--- config.mk ---
export PLATFORM = sky130hd
export DESIGN_NAME = slot_ctl_regs
export DESIGN_NICKNAME = d
export VERILOG_FILES = /design/src/rtl/slot_ctl_pkg.sv /design/src/rtl/slot_cfg_regfile.sv /design/src/rtl/slot_parity_mon.sv /design/src/rtl/slot_irq_gate.sv /design/src/rtl/slot_ctl_regs.sv
export SDC_FILE = /design/constraint.sdc
export NUM_CORES = 1
export LEC_CHECK = 0
export ABC_AREA = 0
export BUFFER_PORTS_ARGS = -buffer_cell sky130_fd_sc_hd__buf_2
export CAP_MARGIN = 20
export CORE_ASPECT_RATIO = 0.8
export CORE_MARGIN = 2
export CORE_UTILIZATION = 47
export DETAILED_ROUTE_END_ITERATION = 16
export GPL_TIMING_DRIVEN = 0
export PLACE_DENSITY = 0.85
export REMOVE_ABC_BUFFERS = 1
export SYNTH_ARGS = -nofsm -noshare
export SYNTH_HDL_FRONTEND = slang
export SYNTH_HIERARCHICAL = 1
export SYNTH_SLANG_ARGS = --single-unit
--- constraint.sdc ---
create_clock -name clk -period 3.3 [get_ports clk]
set_input_delay 0.66 -clock clk [delete_from_list [all_inputs] [get_ports clk]]
set_output_delay 0.66 -clock clk [all_outputs]
set_load 0.03 [all_outputs]
--- src/rtl/slot_ctl_pkg.sv ---
package slot_ctl_pkg;
  // per-slot field layout inside the configuration register
  localparam int unsigned FIELD_W   = 3;
  localparam int unsigned FIELD_PAR = 2;
  localparam int unsigned FIELD_BLK = 1;
  localparam int unsigned FIELD_SG  = 0;

  // register word addresses
  localparam int unsigned ADDR_CFG  = 0;
  localparam int unsigned ADDR_MASK = 1;
  localparam int unsigned ADDR_STAT = 2;

  // status register layout
  localparam int unsigned STAT_FLAG_BIT = 0;
  localparam int unsigned STAT_SLOT_LSB = 8;
endpackage

--- src/rtl/slot_cfg_regfile.sv ---
module slot_cfg_regfile
  import slot_ctl_pkg::*;
#(
  parameter int unsigned NUM_SLOTS = 6,
  parameter int unsigned DATA_W    = 32,
  parameter int unsigned ADDR_W    = 4,
  parameter int unsigned SLOT_W    = 3,
  localparam int unsigned CFG_W    = NUM_SLOTS * FIELD_W
) (
  input  logic                 clk,
  input  logic                 rst,
  input  logic                 wr_en,
  input  logic                 rd_en,
  input  logic [ADDR_W-1:0]    addr,
  input  logic [DATA_W-1:0]    wdata,
  input  logic                 err_flag,
  input  logic [SLOT_W-1:0]    err_slot,
  output logic [DATA_W-1:0]    rdata,
  output logic [CFG_W-1:0]     cfg_q,
  output logic [NUM_SLOTS-1:0] mask_q,
  output logic                 stat_clr
);
  logic              sel_cfg, sel_mask, sel_stat;
  logic [DATA_W-1:0] rd_word;
  logic              unused_wdata;

  assign sel_cfg  = (addr == ADDR_W'(ADDR_CFG));
  assign sel_mask = (addr == ADDR_W'(ADDR_MASK));
  assign sel_stat = (addr == ADDR_W'(ADDR_STAT));

  // bits above the configuration field are discarded
  assign unused_wdata = ^wdata;

  assign stat_clr = wr_en && sel_stat && wdata[STAT_FLAG_BIT];

  always_ff @(posedge clk) begin
    if (rst) begin
      cfg_q  <= '0;
      mask_q <= '1;
    end else if (wr_en) begin
      if (sel_cfg)  cfg_q  <= wdata[CFG_W-1:0];
      if (sel_mask) mask_q <= wdata[NUM_SLOTS-1:0];
    end
  end

  always_comb begin
    rd_word = '0;
    if (sel_cfg) begin
      rd_word[CFG_W-1:0] = cfg_q;
    end else if (sel_mask) begin
      rd_word[NUM_SLOTS-1:0] = mask_q;
    end else if (sel_stat) begin
      rd_word[STAT_FLAG_BIT]            = err_flag;
      rd_word[STAT_SLOT_LSB +: SLOT_W]  = err_slot;
    end
  end

  always_ff @(posedge clk) begin
    if (rst) begin
      rdata <= '0;
    end else if (rd_en) begin
      rdata <= rd_word;
    end
  end
endmodule

--- src/rtl/slot_parity_mon.sv ---
module slot_parity_mon #(
  parameter int unsigned NUM_SLOTS = 6,
  parameter int unsigned DATA_W    = 32,
  parameter int unsigned SLOT_W    = 3,
  localparam int unsigned SLOT_CNT = 1 << SLOT_W
) (
  input  logic                 clk,
  input  logic                 rst,
  input  logic                 bus_valid,
  input  logic                 host_drive,
  input  logic [SLOT_W-1:0]    slot,
  input  logic [DATA_W-1:0]    data,
  input  logic                 par_in,
  input  logic [NUM_SLOTS-1:0] chk_en,
  input  logic                 clr,
  output logic                 err_q,
  output logic [SLOT_W-1:0]    err_slot_q,
  output logic                 host_par_q
);
  logic [SLOT_CNT-1:0] chk_en_pad;
  logic                checked, mismatch;

  // slot numbers past the last slot see a zero enable
  assign chk_en_pad = SLOT_CNT'(chk_en);
  assign checked    = bus_valid && !host_drive && chk_en_pad[slot];
  assign mismatch   = ^{data, par_in};

  always_ff @(posedge clk) begin
    if (rst) begin
      host_par_q <= 1'b0;
    end else begin
      host_par_q <= ^data;
    end
  end

  always_ff @(posedge clk) begin
    if (rst) begin
      err_q      <= 1'b0;
      err_slot_q <= '0;
    end else if (checked && mismatch) begin
      if (!err_q || clr) begin
        err_q      <= 1'b1;
        err_slot_q <= slot;
      end
    end else if (clr) begin
      err_q      <= 1'b0;
      err_slot_q <= '0;
    end
  end
endmodule

--- src/rtl/slot_irq_gate.sv ---
module slot_irq_gate #(
  parameter int unsigned NUM_SLOTS = 6
) (
  input  logic                 clk,
  input  logic                 rst,
  input  logic [NUM_SLOTS-1:0] raw,
  input  logic [NUM_SLOTS-1:0] mask,
  output logic [NUM_SLOTS-1:0] masked_q,
  output logic                 any_q
);
  logic [NUM_SLOTS-1:0] pass;

  assign pass = raw & ~mask;

  always_ff @(posedge clk) begin
    if (rst) begin
      masked_q <= '0;
      any_q    <= 1'b0;
    end else begin
      masked_q <= pass;
      any_q    <= |pass;
    end
  end
endmodule

--- src/rtl/slot_ctl_regs.sv ---
module slot_ctl_regs
  import slot_ctl_pkg::*;
#(
  parameter int unsigned NUM_SLOTS = 6,
  parameter int unsigned DATA_W    = 32,
  parameter int unsigned ADDR_W    = 4,
  localparam int unsigned SLOT_W   = $clog2(NUM_SLOTS),
  localparam int unsigned SLOT_CNT = 1 << SLOT_W,
  localparam int unsigned CFG_W    = NUM_SLOTS * FIELD_W
) (
  input  logic                 clk,
  input  logic                 rst,
  input  logic                 reg_wr_en,
  input  logic                 reg_rd_en,
  input  logic [ADDR_W-1:0]    reg_addr,
  input  logic [DATA_W-1:0]    reg_wdata,
  output logic [DATA_W-1:0]    reg_rdata,
  input  logic                 bus_valid,
  input  logic                 bus_host_drive,
  input  logic [SLOT_W-1:0]    bus_slot,
  input  logic [DATA_W-1:0]    bus_data,
  input  logic                 bus_parity,
  output logic                 host_parity,
  output logic                 par_err,
  output logic [SLOT_W-1:0]    par_err_slot,
  output logic [NUM_SLOTS-1:0] par_chk_en,
  output logic [NUM_SLOTS-1:0] blk_mode_en,
  output logic [NUM_SLOTS-1:0] sg_en,
  input  logic [SLOT_W-1:0]    dma_slot,
  output logic                 dma_use_map,
  input  logic [NUM_SLOTS-1:0] irq_raw,
  output logic [NUM_SLOTS-1:0] irq_masked,
  output logic                 irq_any
);
  logic [CFG_W-1:0]     cfg_q;
  logic [NUM_SLOTS-1:0] mask_q;
  logic                 stat_clr;
  logic [SLOT_CNT-1:0]  sg_pad;
  logic                 dma_map_q;

  slot_cfg_regfile #(
    .NUM_SLOTS(NUM_SLOTS), .DATA_W(DATA_W), .ADDR_W(ADDR_W), .SLOT_W(SLOT_W)
  ) regs_i (
    .clk(clk), .rst(rst), .wr_en(reg_wr_en), .rd_en(reg_rd_en),
    .addr(reg_addr), .wdata(reg_wdata),
    .err_flag(par_err), .err_slot(par_err_slot),
    .rdata(reg_rdata), .cfg_q(cfg_q), .mask_q(mask_q), .stat_clr(stat_clr)
  );

  // unpack each slot field into the per-slot enable vectors
  for (genvar s = 0; s < NUM_SLOTS; s++) begin : g_slot
    assign par_chk_en[s]  = cfg_q[s*FIELD_W + FIELD_PAR];
    assign blk_mode_en[s] = cfg_q[s*FIELD_W + FIELD_BLK];
    assign sg_en[s]       = cfg_q[s*FIELD_W + FIELD_SG];
  end

  slot_parity_mon #(
    .NUM_SLOTS(NUM_SLOTS), .DATA_W(DATA_W), .SLOT_W(SLOT_W)
  ) par_i (
    .clk(clk), .rst(rst), .bus_valid(bus_valid), .host_drive(bus_host_drive),
    .slot(bus_slot), .data(bus_data), .par_in(bus_parity),
    .chk_en(par_chk_en), .clr(stat_clr),
    .err_q(par_err), .err_slot_q(par_err_slot), .host_par_q(host_parity)
  );

  slot_irq_gate #(.NUM_SLOTS(NUM_SLOTS)) irq_i (
    .clk(clk), .rst(rst), .raw(irq_raw), .mask(mask_q),
    .masked_q(irq_masked), .any_q(irq_any)
  );

  // DMA routing: slot numbers past the last slot map to direct addressing
  assign sg_pad = SLOT_CNT'(sg_en);

  always_ff @(posedge clk) begin
    if (rst) begin
      dma_map_q <= 1'b0;
    end else begin
      dma_map_q <= sg_pad[dma_slot];
    end
  end

  assign dma_use_map = dma_map_q;
endmodule

Word-level counts from Yosys, hierarchy flattened

Cells that the tools add are included.

Multiply operators: 0
Equal/unequal tests: 3
Divide/modulo/power cells: 0
Add/sub/neg operators: 0
Reduce and logical (&&, ||, !) cells: 16
Order comparisons: 2
Bitwise logic cells: 2
Multiplexer cells: 19
Shifts and indexed selects: 0

Operator list:

| kind               | number |
|---|---|
| $reduce_xor 33->1  | 1 |
| $reduce_xor 32->1  | 1 |
| $mux 3             | 6 |
| $lt 3x4->1 const B | 2 |
| $mux 1             | 7 |
| $mux 7             | 1 |
| $and 6x6->6        | 1 |
| $bmux 1 s3         | 2 |
| $mux 6             | 1 |
| $not 6->6          | 1 |
| $reduce_and 2->1   | 3 |
| $reduce_or 6->1    | 1 |
| $logic_and 1x1->1  | 5 |
| $mux 5             | 1 |
| $eq 4x1->1 const B | 1 |
| $eq 4x2->1 const B | 1 |
| $logic_not 4->1    | 1 |
| $logic_not 1->1    | 2 |
| $mux 2             | 1 |
| $ne 2x2->1 const B | 1 |
| $reduce_bool 2->1  | 1 |
| $logic_or 1x1->1   | 1 |

Memory bits (read-only): 0
Word-level logic and storage cells: 51
Bits in latches: 0
Bits in writable memories: 0
Output and inout bits: 63
Memories kept: 0
Input bits: 87
Register bits: 55

Depth between registers and ports, before layout

Depth after elaboration: 6
Mapped depth: 9
Mapped depth without buffers: 7

By module

The synthesis kept the hierarchy.

Modules (own cells, without submodules):

| module           | area each (µm²) | times used | sequential area each (µm²) | cells each |
|---|---|---|---|---|
| slot_cfg_regfile | 1805.5          | 1          | 840.8                      | 196 |
| slot_parity_mon  | 525.5           | 1          | 100.1                      | 52 |
| slot_irq_gate    | 237.7           | 1          | 140.1                      | 21 |
| slot_ctl_regs    | 73.8            | 1          | 20.0                       | 6 |

Worst setup path before layout

OpenSTA, ideal clock, no wires.

Path kind: input-to-reg
From: input bus_data[10]
To: register par_i.err_slot_q[0]
Cell stages on the path: 7
Library setup time: 117 ps
Arrival time: 2313 ps
Path slack: 870 ps
Buffers on the path: 0
Required time: 3183 ps
Cell sequence: xor2_1 > xnor2_1 > xnor2_1 > xnor2_1 > xnor3_1 > or3_4 > a32o_1

Cells in the longest elaborated chain, start to end: 4
Elaborated cells on any way between the ends: 6
Classes of those cells: 1 x eq/ne; 1 x mux; 4 x reduce/logical

RTL lines:

| item                                                             | RTL line              | source |
|---|---|---|
| start: declaration                                               | slot_ctl_regs.sv:21   | `input logic [DATA_W-1:0] bus_data,` |
| $reduce_xor 33->1 *                                              | slot_parity_mon.sv:26 | `assign mismatch = ^{data, par_in};` |
| $logic_and 1x1->1 *                                              | slot_parity_mon.sv:40 | `end else if (checked && mismatch) begin` |
| $ne 2x2->1 (no line) / $reduce_bool 2->1 (equally long branches) | --                    |  |
| $reduce_and 2->1 (no line)                                       | --                    |  |
| end signal: assignment                                           | slot_parity_mon.sv:43 | `err_slot_q <= slot;` |
| end: declaration                                                 | slot_parity_mon.sv:17 | `output logic [SLOT_W-1:0] err_slot_q,` |

Every way passes the cells marked *; elsewhere a longest branch is shown, timed or not.
A chain may end at the register's enable or synchronous reset.

Final worst setup path

From: input reg_addr[0]
To: register par_i.err_slot_q[1]

Cells in the longest elaborated chain, start to end: 6
Elaborated cells on any way between the ends: 7
Classes of those cells: 2 x eq/ne; 5 x reduce/logical

RTL lines:

| item                              | RTL line               | source |
|---|---|---|
| start: declaration                | slot_ctl_regs.sv:15    | `input logic [ADDR_W-1:0] reg_addr,` |
| $eq 4x2->1 *                      | slot_cfg_regfile.sv:29 | `assign sel_stat = (addr == ADDR_W'(ADDR_STAT));` |
| $logic_and 1x1->1 * (2 in series) | slot_cfg_regfile.sv:34 | `assign stat_clr = wr_en && sel_stat && wdata[STAT_FLAG_BIT];` |
| via stat_clr                      | slot_ctl_regs.sv:37    | `logic stat_clr;` |
| $logic_or 1x1->1                  | slot_parity_mon.sv:41  | `if (!err_q \|\| clr) begin` |
| $ne 2x2->1 (no line)              | --                     |  |
| $reduce_and 2->1 (no line) *      | --                     |  |

The timed path passes the listed nets; every way through them passes the cells marked *.

==> out/results.txt <==
share of synthesized area spent on multiplexers = 0.0445
vias in the first global route = 2280
postcts setup bufs = 0
filler cell count in the final layout = 489
CTS buffer count = 5
Fin Setup TNS = 0 ps
Hold WS = 467 ps
Cell variety after synth = 45
reg2reg setup slack = 1560 ps
Worst EP required = 3550 ps
Final Wtd Congestion = 0.822
critical path depth = 7
Reg-to-Reg Start = regs_i/cfg_q[2]$_SDFFE_PP0P_
CTS tree = done
Initial Util = 0.486
Setup Crit Path Kind = in2reg
worst skew pair latency = 300 ps
Avg WL per Cell = 14.6 µm
routed via count = 2454
total of cells resized after clock tree synthesis = 0
CTS Hold Buffers Added = 0
Post-Synth Simple-Gate Area = 0.167
WHS Endpoint = regs_i/rdata[10]$_SDFFE_PP0P_
die area = 0.00624 mm²
family with the most delay on the worst path = simple AND/OR/NAND/NOR gates
sequential share of the synthesized area = 0.417
TritonRoute pass-1 iters = 4
flops & latches, synth = 55
Root Driver = clkbuf_8
xor/xnor share of the synthesized area = 0.111
Worst R2R End = par_i/err_slot_q[1]$_SDFFE_PP0P_
CP arrival = 2980 ps
max-slew violations = 0
Hold Crit Start = regs_i/rdata[10]$_SDFFE_PP0P_
global-route wire length before repair = 10800 µm
most frequent cells in the layout = buf_2, dfxtp_1, xnor2_1
element type at the critical path start = input port
clock slew at reported path FFs = 100 ps
worst vdd ir = 0.255 mV
run status = complete, no violations
die width = 87.8 µm
clk_skew = 4.09 ps
post-synthesis instance area = 0.00264 mm²
pwr dens = 426 mW/mm²
Final Cycle Share = 0.829
synth warn = 6
Final Hold Viols = 0
crit path max fanout = 30
post-route minimum period = 2740 ps
r2r worst-path depth = 5
max capacitance violation total = 0
Tightest Hold Check Type = reg2reg
DRT antenna net count = 0
Syn Inst Count = 275
share of cells above drive strength 1 = 0.367
CORE AREA = 0.00544 mm²
GRT Overall Usage = 0.215
Clock Path Buffers = 2
crit end category = flop
GRT overflow = 0
Hold Path Stages = 2
commonest non-fill, non-tap cell in the layout = buf_2
buffer and inverter count on the worst path = 2
combinational family with the most area after synthesis = compound AO/OA/AOI/OAI gates
DIE HEIGHT = 71.1 µm
nets@finish = 473
Max Freq = 0.365 GHz
Slowest-stage cell, CP = inv_1
Power Total = 1.41 mW
final WL = 6800 µm
Ports = 150
H-tree Lvls = 2
slowest cell delay on critical path = 760 ps
Static Leak = 1.51 nW
critical path cell sequence = buf_2 -> inv_1 -> nand4_1 -> nor3_1 -> and2b_1 -> nor4_1 -> a32o_1
pin count of the biggest net entering global routing = 51
DR vias/cell = 5.28
antenna cell count = 0
synthesized area per cell = 9.61 µm²
RSZ-0062 raised after global routing = no
Post-Synth Adder-Cell Area = 0
initial drt markers = 157
Worst Tran Pin Value = 1110 ps
count of final setup violators = 0
Core Rows = 24
max_slew headroom = 0.259
P&R area growth vs syn = 25.1%
post-synthesis compound-gate area fraction = 0.175
initial antenna violation count = 0
PortBufs = 121
Final Util = 0.608
clk sinks = 55
# DRC = 0
DP Wirelength = 4920 µm
-- per-stage QoR --
step	cell area, µm²	worst slack, ps	instances
after floorplan	2480	870	257
after global placement	3190	378	456
after detailed placement	3200	317	457
after CTS	3310	622	465
after global routing	3310	382	465
final	3310	563	465
-- cell type report --
| cell class | instances | area, µm² | area share |
|---|---|---|---|
| tap | 78 | 97.6 | 0.0295 |
| clock buffer | 7 | 96.3 | 0.0291 |
| clock inverter | 1 | 7.51 | 0.00227 |
| timing repair buffer | 122 | 621 | 0.188 |
| sequential | 55 | 1100 | 0.333 |
| multi-input combinational | 198 | 1370 | 0.414 |
| inverter | 4 | 15.0 | 0.00454 |
-- flip-flops by register name, summed over array words and instances (netlist names) --
signal            count
regs_i/cfg_q         18
dma_use_map           1
irq_i/masked_q        6
regs_i/mask_q         6
par_i/host_par_q      1
par_i/err_slot_q      3
irq_i/any_q           1
par_i/err_q           1
regs_i/rdata         18
-- metal layers --
| metal | up-vias | wire [µm] | part of all wire | GRT usage |
|---|---|---|---|---|
| li1 | 1182 | - | - | - |
| met1 | 1144 | 2870 | 0.42 | 0.293 |
| met2 | 120 | 3240 | 0.48 | 0.335 |
| met3 | 8 | 639 | 0.094 | 0.0688 |
| met4 | 0 | 60 | 0.0088 | 0.0462 |
| met5 | - | 0 | 0 | 0 |
-- worst max-delay path by stage --
stage | start | to | slack [ps]
after global placement | reg_addr[0] | par_i/err_slot_q[1]$_SDFFE_PP0P_ | 380
after detailed placement | reg_addr[0] | par_i/err_slot_q[1]$_SDFFE_PP0P_ | 320
final | reg_addr[0] | par_i/err_slot_q[1]$_SDFFE_PP0P_ | 560
after floorplan | bus_data[10] | par_i/err_slot_q[0]$_SDFFE_PP0P_ | 870
after CTS | reg_addr[0] | par_i/err_slot_q[1]$_SDFFE_PP0P_ | 620
after global routing | reg_addr[0] | par_i/err_slot_q[1]$_SDFFE_PP0P_ | 380
-- cells by family after synthesis --
family | count (synthesis)
buffers and inverters | 35
AND/OR/NAND/NOR | 75
other | 1
multiplexers | 9
XOR/XNOR | 32
flip-flops | 55
AO/OA/AOI/OAI | 68
-- where the power goes --
part,switching (mW),internal [mW],leakage (nW)
clock,0.218,0.191,0.0505
sequential,0.00611,0.676,0.444
combinational,0.174,0.143,1.01
total,0.398,1.01,1.51
-- synth_stat cells (all sizes together) --
library cell  number  area [µm²]
nand2              5        21.3
buf               23         178
nor4b              2        38.8
mux2i              5        50.1
dfxtp             55        1100
nor4               3        18.8
nor2b              6        45.0
or4b               1        10.0
xor2               4        35.0
nand2b             2        12.5
a32o               4        40.0
or3                1        11.3
and2b              1        7.51
and2               5        31.3
conb               1        3.75
nor2              17        63.8
nor3               1        5.00
a31oi              1        6.26
o21ba              1        10.0
xnor3              1        22.5
nand3b             2        15.0
a32oi              9        78.8
mux4               2        45.0
mux2               2        22.5
a2111oi            1        15.0
a22o               1        8.76
clkbuf             8        30.0
a21oi             18        90.1
and3               8        50.1
a221o              5        50.1
nand4              1        6.26
inv                4        15.0
xnor2             27         236
nand3             18        90.1
nor3b              2        15.0
o21ai             22         110
a211o              6        52.6
-- worst register-to-register path, stage by stage, from the launching register on --
cell and delay (ps):
dfxtp_1 440, mux4_2 260, mux2_2 140, nand3b_1 110, nor4_1 540, a32o_1 210
No activity file was read; power rests on OpenSTA's default activity.
